==> src/rtl/mul_pkg.sv <==
// Shared types for the multiply unit.
// Holds the operation codes and the signedness of each operand per code.
package mul_pkg;

    typedef enum logic [1:0] {
        MOP_LO    = 2'b00,
        MOP_HI_SS = 2'b01,
        MOP_HI_SU = 2'b10,
        MOP_HI_UU = 2'b11
    } mul_op_e;

    // Returns whether the first operand is sign-extended for this code.
    function automatic logic op_a_signed(mul_op_e op);
        return op != MOP_HI_UU;
    endfunction

    // Returns whether the second operand is sign-extended for this code.
    function automatic logic op_b_signed(mul_op_e op);
        return (op == MOP_LO) || (op == MOP_HI_SS);
    endfunction

endpackage

==> src/rtl/mul_opext.sv <==
// Operand extender.
// Widens the first operand to 2*XLEN bits and the second to XLEN+1 bits,
// using sign or zero fill as the operation code requires.
// Assumes: combinational only; its outputs are captured by the datapath at load.
module mul_opext
    import mul_pkg::*;
#(
    parameter int XLEN = 32
) (
    input  mul_op_e             op,
    input  logic [XLEN-1:0]     a,
    input  logic [XLEN-1:0]     b,
    output logic [2*XLEN-1:0]   a_ext,
    output logic [XLEN:0]       b_ext
);

    logic a_fill;
    logic b_fill;

    // Pick the fill bit for each operand.
    always_comb begin
        a_fill = op_a_signed(op) & a[XLEN-1];
        b_fill = op_b_signed(op) & b[XLEN-1];
    end

    // Build the widened operands.
    always_comb begin
        a_ext = {{XLEN{a_fill}}, a};
        b_ext = {b_fill, b};
    end

endmodule

==> src/rtl/mul_seq_ctrl.sv <==
// Sequencer for the multiply unit.
// Accepts a start only while idle, then runs STEPS step cycles,
// and ends with a one-cycle done pulse as busy falls.
// Assumes: start is synchronous; STEPS >= 1.
module mul_seq_ctrl #(
    parameter int STEPS = 33
) (
    input  logic clk,
    input  logic rst_n,
    input  logic start,
    output logic busy,
    output logic done,
    output logic load,
    output logic step_en,
    output logic last_step
);

    localparam int CW = $clog2(STEPS + 1);

    logic [CW-1:0] cnt;

    // Decode the handshake strobes from the state.
    always_comb begin
        load      = start & ~busy;
        step_en   = busy;
        last_step = busy && (cnt == CW'(STEPS - 1));
    end

    // Track busy, done and the step counter.
    always_ff @(posedge clk) begin
        if (!rst_n) begin
            busy <= 1'b0;
            done <= 1'b0;
            cnt  <= '0;
        end else begin
            done <= 1'b0;
            if (load) begin
                busy <= 1'b1;
                cnt  <= '0;
            end else if (busy) begin
                cnt <= cnt + 1'b1;
                if (last_step) begin
                    busy <= 1'b0;
                    done <= 1'b1;
                end
            end
        end
    end

endmodule

==> src/rtl/mul_datapath.sv <==
// Product datapath.
// ITERATIVE=1: one shift-and-add step per cycle over the XLEN+1 bit
// multiplier. The last step subtracts, because the top multiplier bit has
// negative weight in two's complement.
// ITERATIVE=0: the whole product is formed in the single step.
// Assumes: load and step_en are never high in the same cycle.
module mul_datapath #(
    parameter int XLEN      = 32,
    parameter bit ITERATIVE = 1'b1
) (
    input  logic                clk,
    input  logic                rst_n,
    input  logic                load,
    input  logic                step_en,
    input  logic                last_step,
    input  logic [2*XLEN-1:0]   a_ext,
    input  logic [XLEN:0]       b_ext,
    output logic [2*XLEN-1:0]   prod
);

    localparam int PW = 2 * XLEN;

    generate
        if (ITERATIVE) begin : g_iter
            logic [PW-1:0] acc;
            logic [PW-1:0] mcand;
            logic [XLEN:0] mplier;

            // Shift-and-add: add or subtract the shifted multiplicand per bit.
            always_ff @(posedge clk) begin
                if (!rst_n) begin
                    acc    <= '0;
                    mcand  <= '0;
                    mplier <= '0;
                end else if (load) begin
                    acc    <= '0;
                    mcand  <= a_ext;
                    mplier <= b_ext;
                end else if (step_en) begin
                    if (mplier[0]) begin
                        acc <= last_step ? (acc - mcand) : (acc + mcand);
                    end
                    mcand  <= mcand << 1;
                    mplier <= mplier >> 1;
                end
            end

            assign prod = acc;
        end else begin : g_flat
            logic [PW-1:0] acc;
            logic [PW-1:0] a_q;
            logic [XLEN:0] b_q;
            logic [PW-1:0] b_wide;

            // Widen the stored multiplier to the product width.
            always_comb begin
                b_wide = {{(XLEN-1){b_q[XLEN]}}, b_q};
            end

            // Capture the operands, then form the whole product in one step.
            always_ff @(posedge clk) begin
                if (!rst_n) begin
                    acc <= '0;
                    a_q <= '0;
                    b_q <= '0;
                end else if (load) begin
                    acc <= '0;
                    a_q <= a_ext;
                    b_q <= b_ext;
                end else if (step_en && last_step) begin
                    acc <= a_q * b_wide;
                end
            end

            assign prod = acc;
        end
    endgenerate

endmodule

==> src/rtl/mul_unit.sv <==
// Top of the integer multiply unit.
// Captures the operands and the operation code on an accepted start, runs
// the datapath, and presents the low or high word of the product.
// Assumes: synchronous active-low reset; start ignored while busy.
module mul_unit
    import mul_pkg::*;
#(
    parameter int XLEN      = 32,
    parameter bit ITERATIVE = 1'b1
) (
    input  logic            clk,
    input  logic            rst_n,
    input  logic            start_i,
    input  logic [1:0]      op_i,
    input  logic [XLEN-1:0] opa_i,
    input  logic [XLEN-1:0] opb_i,
    output logic            busy_o,
    output logic            done_o,
    output logic [XLEN-1:0] result_o
);

    localparam int STEPS = ITERATIVE ? (XLEN + 1) : 1;

    mul_op_e            op_in;
    mul_op_e            op_q;
    logic               load;
    logic               step_en;
    logic               last_step;
    logic [2*XLEN-1:0]  a_ext;
    logic [XLEN:0]      b_ext;
    logic [2*XLEN-1:0]  prod;

    assign op_in = mul_op_e'(op_i);

    mul_opext #(.XLEN(XLEN)) u_ext (
        .op    (op_in),
        .a     (opa_i),
        .b     (opb_i),
        .a_ext (a_ext),
        .b_ext (b_ext)
    );

    mul_seq_ctrl #(.STEPS(STEPS)) u_ctrl (
        .clk       (clk),
        .rst_n     (rst_n),
        .start     (start_i),
        .busy      (busy_o),
        .done      (done_o),
        .load      (load),
        .step_en   (step_en),
        .last_step (last_step)
    );

    mul_datapath #(.XLEN(XLEN), .ITERATIVE(ITERATIVE)) u_dp (
        .clk       (clk),
        .rst_n     (rst_n),
        .load      (load),
        .step_en   (step_en),
        .last_step (last_step),
        .a_ext     (a_ext),
        .b_ext     (b_ext),
        .prod      (prod)
    );

    // Keep the operation code of the accepted request.
    always_ff @(posedge clk) begin
        if (!rst_n) begin
            op_q <= MOP_LO;
        end else if (load) begin
            op_q <= op_in;
        end
    end

    // Select the low or high word of the product.
    always_comb begin
        result_o = (op_q == MOP_LO) ? prod[XLEN-1:0] : prod[2*XLEN-1:XLEN];
    end

endmodule

==> config.mk <==
export PLATFORM = sky130hd
export DESIGN_NAME = mul_unit
export DESIGN_NICKNAME = d
export VERILOG_FILES = /design/src/rtl/mul_pkg.sv /design/src/rtl/mul_opext.sv /design/src/rtl/mul_seq_ctrl.sv /design/src/rtl/mul_datapath.sv /design/src/rtl/mul_unit.sv
export SDC_FILE = /design/constraint.sdc
export NUM_CORES = 1
export LEC_CHECK = 0
export ABC_CLOCK_PERIOD_IN_PS = 5900
export CORE_MARGIN = 5
export CORE_UTILIZATION = 30
export DETAILED_ROUTE_END_ITERATION = 8
export DONT_BUFFER_PORTS = 1
export PLACE_DENSITY = 0.41
export SKIP_CTS_REPAIR_TIMING = 1
export SLEW_MARGIN = 20
export SYNTH_ARGS = -nofsm -noshare
export SYNTH_HDL_FRONTEND = slang
export SYNTH_SLANG_ARGS = --single-unit
==> constraint.sdc <==
create_clock -name clk -period 5.9 [get_ports clk]
set_input_delay 1.18 -clock clk [delete_from_list [all_inputs] [get_ports clk]]
set_output_delay 1.18 -clock clk [all_outputs]
set_load 0.02 [all_outputs]
==> metrics, run 1 <==
Worst-Skew Late Latency 480 ps; Final min period 5249 ps; f_max 190.5 MHz; CTS Buffer Depth 2; Synth area leaders dfxtp_1, nand2_1, ha_1; average wire per standard cell 19.87 um; post-route ant nets 0; unrepaired setup endpoints after global routing no; CTS H-tree depth 4; Post-synth top cells nand2_1, dfxtp_1, o21ai_0; GR Util All Layers 17.94%; DR pass1 iterations 5; Rows 73; max-capacitance violation count 0; Num CTS Buffers 17; worst hold path class reg -> reg; worst vdd ir 0.2133 mV; CP required 6260 ps; Starting Density 30.40%; flop-to-flop setup slack 650 ps; Core Box Area 39,910 um2; Least-Margin Pin Slew 703.4 ps; Lkg Pwr 5.258 nW; Tcrit/Tclk final 88.97%; syn avg cell area 7.823 um2; Initial DRC Count 650; clock slew at reported path FFs 70 ps; pwr dens 235.6 nW/um2; Crit. Startpoint u_dp.g_iter.mcand[11]; CTS tree yes; root buffer cell clkbuf_16; Die W 211.1 um; largest net degree at the start of global routing 103; setup tns final 0 ps; Placed Instances 1,991; Post-layout nets 1,621; gr ovfl total 0; critical path launch point type flop; vias in the first global route 10,100; fin. max-slew vios 0; area share of the largest cell type after synthesis 28.21%; critical path class reg -> reg; worst-path maximum fanout 8; io pins 103; CP most frequent cell nand2b_1; Critical Path End Type flop; Seq/Total Area, Yosys 28.21%; Post-Syn Instances 1,551; Synth area leader dfxtp_1; WL final 40.19 mm; first-pass GRT wire length 61.73 mm; die area 44,570 um2; Post-synth EDFFs 0; die span in y 211.1 um; Setup violations, final 0; Crit-path slowest cell or4_1; status finished, final reports clean; Net Count, Synth 1,687; ys flop type dfxtp_1; initial antenna violation count 1; Worst slew margin 53.11%; post-synth cell types 73; via count 10,660; worst path cell trace or4_1 -> nor4_2 -> nand2b_1 -> nor3_2 -> nand4_1 -> o41ai_1 -> xor2_1 -> ha_1 -> nand2_1 -> nor2_1 -> nand3_1 -> nand2b_1 -> a2111oi_0 -> nor4_1 -> buf_4 -> o221ai_1 -> a31oi_1 -> xnor2_1 -> a22o_1; asr flop ratio synth 0%; vias per cell 5.268; layout cells sized above 1 6.747%; # DRC 0; Layout Cells excl Fill 2,023; P&R area growth vs syn 8.374%; Final Hold Viols 0; count leader, synth nand2_1; Placer Congestion 0.9461; r2r endpoint u_dp.prod[57]; Crit path largest cell delay 650 ps; r2r startpoint u_dp.g_iter.mcand[11]; number of register bits inferred by synthesis 171; Worst Clk Skew 17.47 ps; last element of the critical path u_dp.prod[57]; r2r worst-path depth 19; CTS sink count 171; Mapped Area 12,130 um2; HPWL after detailed placement 29.99 mm; Yosys warning total 0; IO buf count 0; Critical Path AT 5610 ps
-- power breakdown --
group | switching (mW) | internal (mW) | total [mW]
sequential | 0.0717 | 1.20 | 1.28
clock | 0.537 | 0.680 | 1.22
combinational | 0.364 | 0.240 | 0.604
total | 0.973 | 2.12 | 3.10
-- flip-flops by register name, indices dropped and copies added (netlist names) --
register,flops
u_dp.prod,64
u_ctrl.busy,1
u_dp.g_iter.mcand,64
u_ctrl.done,1
u_dp.g_iter.mplier,33
op_q,2
u_ctrl.cnt,6
-- worst max-delay path, delay by kind of cell, from the launching register on --
family | cells | cell delay, ps
and+or+nand+nor | 10 | 2390
AOI/OAI and AO/OA | 5 | 1510
adders and majority gates | 1 | 390
DFF | 1 | 380
xor gates and xnor gates | 2 | 280
buffers and inverters | 1 | 170
-- area by class of cell --
type	instances	area, um2
antenna	1	2.502
clock buffer	19	442.9
clock inverter	12	162.7
fill	4234	26770
inverter	25	93.84
multi-input combinational	1255	8250
sequential	171	3427
tap	525	656.9
timing repair buffer	15	112.6
-- worst min path at each step --
stage | start | endpoint | slack [ps] | cells past startpoint
CTS | u_dp.g_iter.mplier[32] | u_dp.g_iter.mplier[32] | 480 | 2
floorplan | op_q[0] | op_q[0] | 440 | 2
global route | u_dp.prod[9] | u_dp.prod[9] | 490 | 2
detailed placement | u_dp.g_iter.mplier[32] | u_dp.g_iter.mplier[32] | 470 | 2
global placement | u_dp.g_iter.mplier[32] | u_dp.g_iter.mplier[32] | 460 | 2
finish | u_dp.g_iter.mplier[32] | u_dp.g_iter.mplier[32] | 480 | 2
-- through the flow --
step                      instance area (um2)  util (%)  setup WS (ps)  power (mW)  hold slack, ps
final                                   13150     32.94          650.6       3.097           476.4
after global routing                    13150     32.94          119.7       3.270           488.5
after CTS                               13150     32.94          642.8       3.154           477.9
after detailed placement                12540     31.42          687.3       1.906           467.4
after global placement                  12540     31.42          767.6       1.907           460.6
after floorplan                         12130         -           1329       1.760           443.4
-- layout by cell type, fill, tap and decap left out, types with 18 or more instances in the layout --
cell type | Yosys | final
ha_1 | 66 | 66
a22o_1 | 24 | 24
nor2_1 | 71 | 68
nand2_1 | 231 | 230
xor2_1 | 52 | 52
xnor2_1 | 71 | 71
and2_1 | 70 | 70
mux2_2 | 32 | 32
a21boi_0 | 36 | 36
o21bai_1 | 18 | 18
a21oi_1 | 126 | 125
inv_1 | 25 | 25
a21o_1 | 25 | 25
dfxtp_1 | 171 | 170
mux2i_1 | 67 | 67
o21ai_0 | 151 | 151
-- cell families after synthesis --
group	count (synthesis)	share of synthesized area, %
and+or+nand+nor	503	20.19
buffers and inverters	125	3.939
muxes	99	8.497
xor gates and xnor gates	124	9.013
DFF	171	28.21
AOI/OAI and AO/OA	462	23.17
adders and majority gates	67	6.971
-- per-layer routing --
metal / GRT usage [%] / vias up / part of all wire, %
met3: 5.287 / 51 / 5.3
met1: 24.69 / 5000 / 48
met2: 26.62 / 228 / 43
met4: 6.595 / 0 / 3.1
li1: - / 5379 / -
met5: 0 / - / 0
Power figures use the tool's default switching activity.
==> inputs of run 2 (changes only) <==
Settings changed: CORE_UTILIZATION 30 to 63, PLACE_DENSITY 0.41 to 0.76.
==> metrics, run 2 (same netlist as run 1, synthesis figures left out) <==
status finished, final reports clean; IO buf count 0 (unchanged); Final Hold Viols 0 (unchanged); pwr dens 234.9 nW/um2 (-0.29%); Critical Path AT 5820 ps (+210 ps); worst hold slack 477.1 ps (+0.6890 ps); commonest non-fill, non-tap cell in the layout nand2_1; CTS sink count 171 (unchanged); clock slew at reported path FFs 80 ps (about the same); flop-to-flop setup slack 450 ps (-200 ps); worst vdd ir 0.2558 mV (+20%); f_max 183.6 MHz (-3.6%); worst-path maximum fanout 7 (-1); Initial DRC Count 1,067 (+64%); CP required 6270 ps (about the same); Tcrit/Tclk final 92.30% (+3.3 points); DR pass1 iterations 5 (unchanged); vias in the first global route 10,160 (+0.68%); Post-layout nets 1,618 (-0.19%); max-capacitance violation count 0 (unchanged); CTS H-tree depth 4 (unchanged); Final min period 5445 ps (+196.0 ps); Worst Clk Skew 19.34 ps (+1.871 ps); average wire per standard cell 19.37 um (-2.5%); fin. max-slew vios 0 (unchanged); gr ovfl total 0 (unchanged); Lkg Pwr 5.240 nW (-0.34%); worst hold path class reg -> reg; initial antenna violation count 0 (-1); Critical Path End Type flop; post-route ant nets 0 (unchanged); CTS Buffer Depth 2 (unchanged); Starting Density 64.43% (+34 points); Overall Power 3.000 mW (-3.1%); Worst slew margin 26.93% (-26 points); Least-Margin Pin Slew 1093 ps (+390.1 ps); GR Util All Layers 30.18% (+12 points); unrepaired setup endpoints after global routing no; die span in y 148.8 um (-30%); Final Cell Area 12,770 um2 (-2.8%); most frequent cells in the layout nand2_1, dfxtp_1, o21ai_0, a21oi_1, xnor2_1; Post-DP Area 12,180 um2 (-2.9%); Num CTS Buffers 17 (unchanged); via count 10,970 (+2.9%); largest net degree at the start of global routing 103 (unchanged); WL final 34.00 mm (-15%); root buffer cell clkbuf_16; # DRC 0 (unchanged); vias per cell 6.250 (+19%); CTS tree yes; Worst-Skew Late Latency 450 ps (-30 ps); number of diodes 0 (-1); die area 22,130 um2 (-50%); P&R area growth vs syn 5.291%; setup tns final 0 ps (unchanged); Core Box Area 18,830 um2 (-53%); Placer Congestion 1.031 (+9.0%); Die W 148.8 um (-30%); io pins 103 (unchanged); HPWL after detailed placement 24.89 mm (-17%); critical path launch point type flop; critical path class reg -> reg; first-pass GRT wire length 53.83 mm (-13%); layout cells sized above 1 6.488% (-0.26 points); Rows 50 (-32%); Setup violations, final 0 (unchanged)
## run 2: changes by cell type in the layout (fill, tap and decap cells not counted), sizes merged
cell | previous run | this run
inv | 29 | 32
clkbuf | 19 | 17
bufinv | 3 | 0
clkinvlp | 2 | 1
diode | 1 | 0
clkinv | 3 | 7
buf | 15 | 12
## run 2: where the power goes
| part | switching, mW | leakage [nW] | internal [mW] |
|---|---|---|---|
| registers | 0.0656 | 1.39 | 1.20 |
| clock network | 0.561 | 0.288 | 0.570 |
| logic | 0.360 | 3.56 | 0.240 |
## run 2: area by class of cell
type	count	area (um2)
Timing Repair Buffer	12	90.09
Sequential cell	171	3427
Fill cell	1600	6056
Inverter	25	93.84
Clock buffer	17	425.4
Multi-Input combinational cell	1255	8242
Clock inverter	15	171.4
Tap cell	260	325.3
## run 2: worst paths after layout
kind                    startpoint             to  cells after the start
max          u_dp.g_iter.mcand[11]  u_dp.prod[63]                     20
min                   u_dp.prod[6]   u_dp.prod[6]                      2
max reg2reg  u_dp.g_iter.mcand[11]  u_dp.prod[63]                     20
min reg2reg           u_dp.prod[6]   u_dp.prod[6]                      2
## run 2: per-layer routing
metal / vias to the layer above / track usage, % / routed length [um]
met5: - / 0 / 0
met4: 0 / 9.153 / 903
met3: 66 / 6.168 / 2372
met2: 383 / 48.37 / 15450
met1: 5160 / 41.20 / 15270
li1: 5360 / - / -
## run 2: through the flow
step	utilization (%)	std cells	setup slack, ps
floorplan	-	1551	1329
global placement	64.67	1723	738.4
detailed placement	64.67	1723	588.1
CTS	67.84	1755	527.6
global route	67.84	1755	61.38
finish	67.84	1755	454.6
## run 2: worst max-delay path, stage by stage, from the launching register on
cell and delay [ps]:
dfxtp_1 380, or4_1 640, nor4_2 360, nand2b_1 170, nor4_1 220, buf_4 190, nand2_1 60, nor4_1 610
a21oi_1 190, xnor2_1 270, ha_1 360, a21oi_1 210, o21ai_0 140, a21oi_1 200, o21bai_1 90, a41o_1 200
a21oi_1 290, o311ai_1 180, xnor2_1 160, or3_1 320, a21oi_1 150
==> inputs of run 3 (changes only) <==
Settings changed: PLACE_DENSITY 0.76 to unset, PLACE_DENSITY_LB_ADDON set to 0.12, SLEW_MARGIN 20 to 15.
==> metrics, run 3 (same netlist as run 1, synthesis figures left out) <==
global routing's busiest layer met2; r2r worst-path depth 19 (-5.0%); gr ovfl total 0 (unchanged); commonest non-fill, non-tap cell in the layout nand2_1; number of diodes 0 (unchanged); CP required 6250 ps (-20 ps); Setup violations, final 0 (unchanged); via count 10,990 (+0.15%); Tcrit/Tclk final 92.37% (about the same); die area 22,130 um2 (unchanged); critical path class reg -> reg; # DRC 0 (unchanged); CTS H-tree depth 4 (unchanged); f_max 183.5 MHz (about the same); CP bufs+invs 1 (unchanged); IO buf count 0 (unchanged); HPWL after detailed placement 24.88 mm (about the same); CTS Buffer Depth 2 (unchanged); worst hold path class reg -> reg; Final Hold Viols 0 (unchanged); layout cells sized above 1 6.551% (+0.063 points); DR pass1 iterations 5 (unchanged); worst vdd ir 0.1862 mV (-27%); P&R area growth vs syn 5.456%; io pins 103 (unchanged); initial antenna violation count 0 (unchanged); Post-layout nets 1,619 (+0.062%); status finished, final reports clean; Worst slew margin 23.58% (-3.3 points); Crit path largest cell delay 490 ps (-150 ps); Num CTS Buffers 17 (unchanged); Worst-Skew Late Latency 440 ps (about the same); fin. max-slew vios 0 (unchanged); max-capacitance violation count 0 (unchanged); kind of cell adding the most delay to the critical path simple AND/OR/NAND/NOR gates; CTS sink count 171 (unchanged); WL final 34.32 mm (+0.94%); unrepaired setup endpoints after global routing no; most frequent cells in the layout nand2_1, dfxtp_1, o21ai_0, a21oi_1, xnor2_1; Worst Clk Skew 14.23 ps (-5.106 ps); critical path launch point type flop; Initial DRC Count 887 (-17%); Starting Density 64.43% (unchanged); Critical Path AT 5800 ps (-20 ps); Least-Margin Pin Slew 1142 ps (+48.62 ps); first-pass GRT wire length 54.91 mm (+2.0%); met1 GRT Util 42.02% (+0.82 points); setup tns final 0 ps (unchanged); Overall Power 3.046 mW (+1.5%); die span in y 148.8 um (unchanged); Rows 50 (unchanged); CTS tree yes; clock slew at reported path FFs 80 ps (about the same); Placer Congestion 1.069 (+3.7%); Final min period 5450 ps (+4.242 ps); Crit-path slowest cell or4_1; Core Box Area 18,830 um2 (unchanged); vias in the first global route 10,240 (+0.78%); largest net degree at the start of global routing 120 (+17%); root buffer cell clkbuf_16; post-route ant nets 0 (unchanged); Lkg Pwr 5.247 nW (+0.14%); met2 usage 48.72% (+0.34 points); pwr dens 238.1 nW/um2 (+1.4%); Critical Path End Type flop; worst path cell trace inv_1 -> ha_1 -> nand2_1 -> or4_1 -> nand2b_1 -> nor3_2 -> nand4_1 -> o31ai_1 -> xor2_1 -> ha_1 -> nand4_1 -> nor3_1 -> nand3_1 -> nor4_1 -> a21oi_1 -> o311ai_1 -> xnor2_1 -> or3_1 -> a21oi_1; Die W 148.8 um (unchanged); met3 GRT Util 7.445% (+1.3 points); Worst Hold Depth 2 (unchanged); worst-path maximum fanout 8 (+1); Critical Path Stages 19 (-5.0%); vias per cell 6.256 (about the same); average wire per standard cell 19.54 um (+0.88%); GR Util All Layers 30.85% (+0.68 points)
[run 3: cell type report]
class / count / area (um2)
inverter: 25 / 93.84
multi-input combinational: 1255 / 8245
clock buffer: 18 / 439.2
timing repair buffer: 13 / 97.59
fill: 1604 / 6036
tap: 260 / 325.3
sequential: 171 / 3427
clock inverter: 14 / 166.4
[run 3: per-stage QoR]
stage / instances / hold slack [ps] / setup slack [ps] / instance area [um2] / utilization [%]
6_report: 1756 / 473.1 / 450.3 / 12790 / 67.95
5_1_grt: 1756 / 498.1 / 4.496 / 12790 / 67.95
4_1_cts: 1756 / 478.2 / 348.8 / 12790 / 67.91
3_5_place_dp: 1724 / 467.9 / 406.8 / 12180 / 64.70
3_3_place_gp: 1724 / 456.9 / 514.5 / 12180 / 64.70
2_1_floorplan: 1551 / 443.4 / 1329 / 12130 / -
[run 3: worst reg2reg max path: stages (launching register included)]
cell and delay, ps:
dfxtp_1 370, inv_1 80, ha_1 170, nand2_1 80
or4_1 490, nand2b_1 290, nor3_2 270, nand4_1 340
o31ai_1 370, xor2_1 150, ha_1 420, nand4_1 290
nor3_1 400, nand3_1 180, nor4_1 260, a21oi_1 200
o311ai_1 420, xnor2_1 140, or3_1 310, a21oi_1 130
[run 3: final timing paths]
check,end,slack [ps],startpoint
setup / recovery,u_dp.prod[63],450,u_dp.g_iter.mcand[0]
hold / removal,u_dp.g_iter.mplier[32],470,u_dp.g_iter.mplier[32]
setup reg to reg,u_dp.prod[63],450,u_dp.g_iter.mcand[0]
hold reg to reg,u_dp.g_iter.mplier[32],470,u_dp.g_iter.mplier[32]
[run 3: metal layers]
layer,share of wire [%],vias up
li1,-,5376
met3,7.8,55
met2,45,402
met4,2.5,0
met1,45,5153
met5,0,-
[run 3: power by group]
group          internal [mW]  total [mW]  switching [mW]
sequential              1.20        1.27          0.0648
combinational          0.240       0.604           0.364
clock                  0.619        1.17           0.555
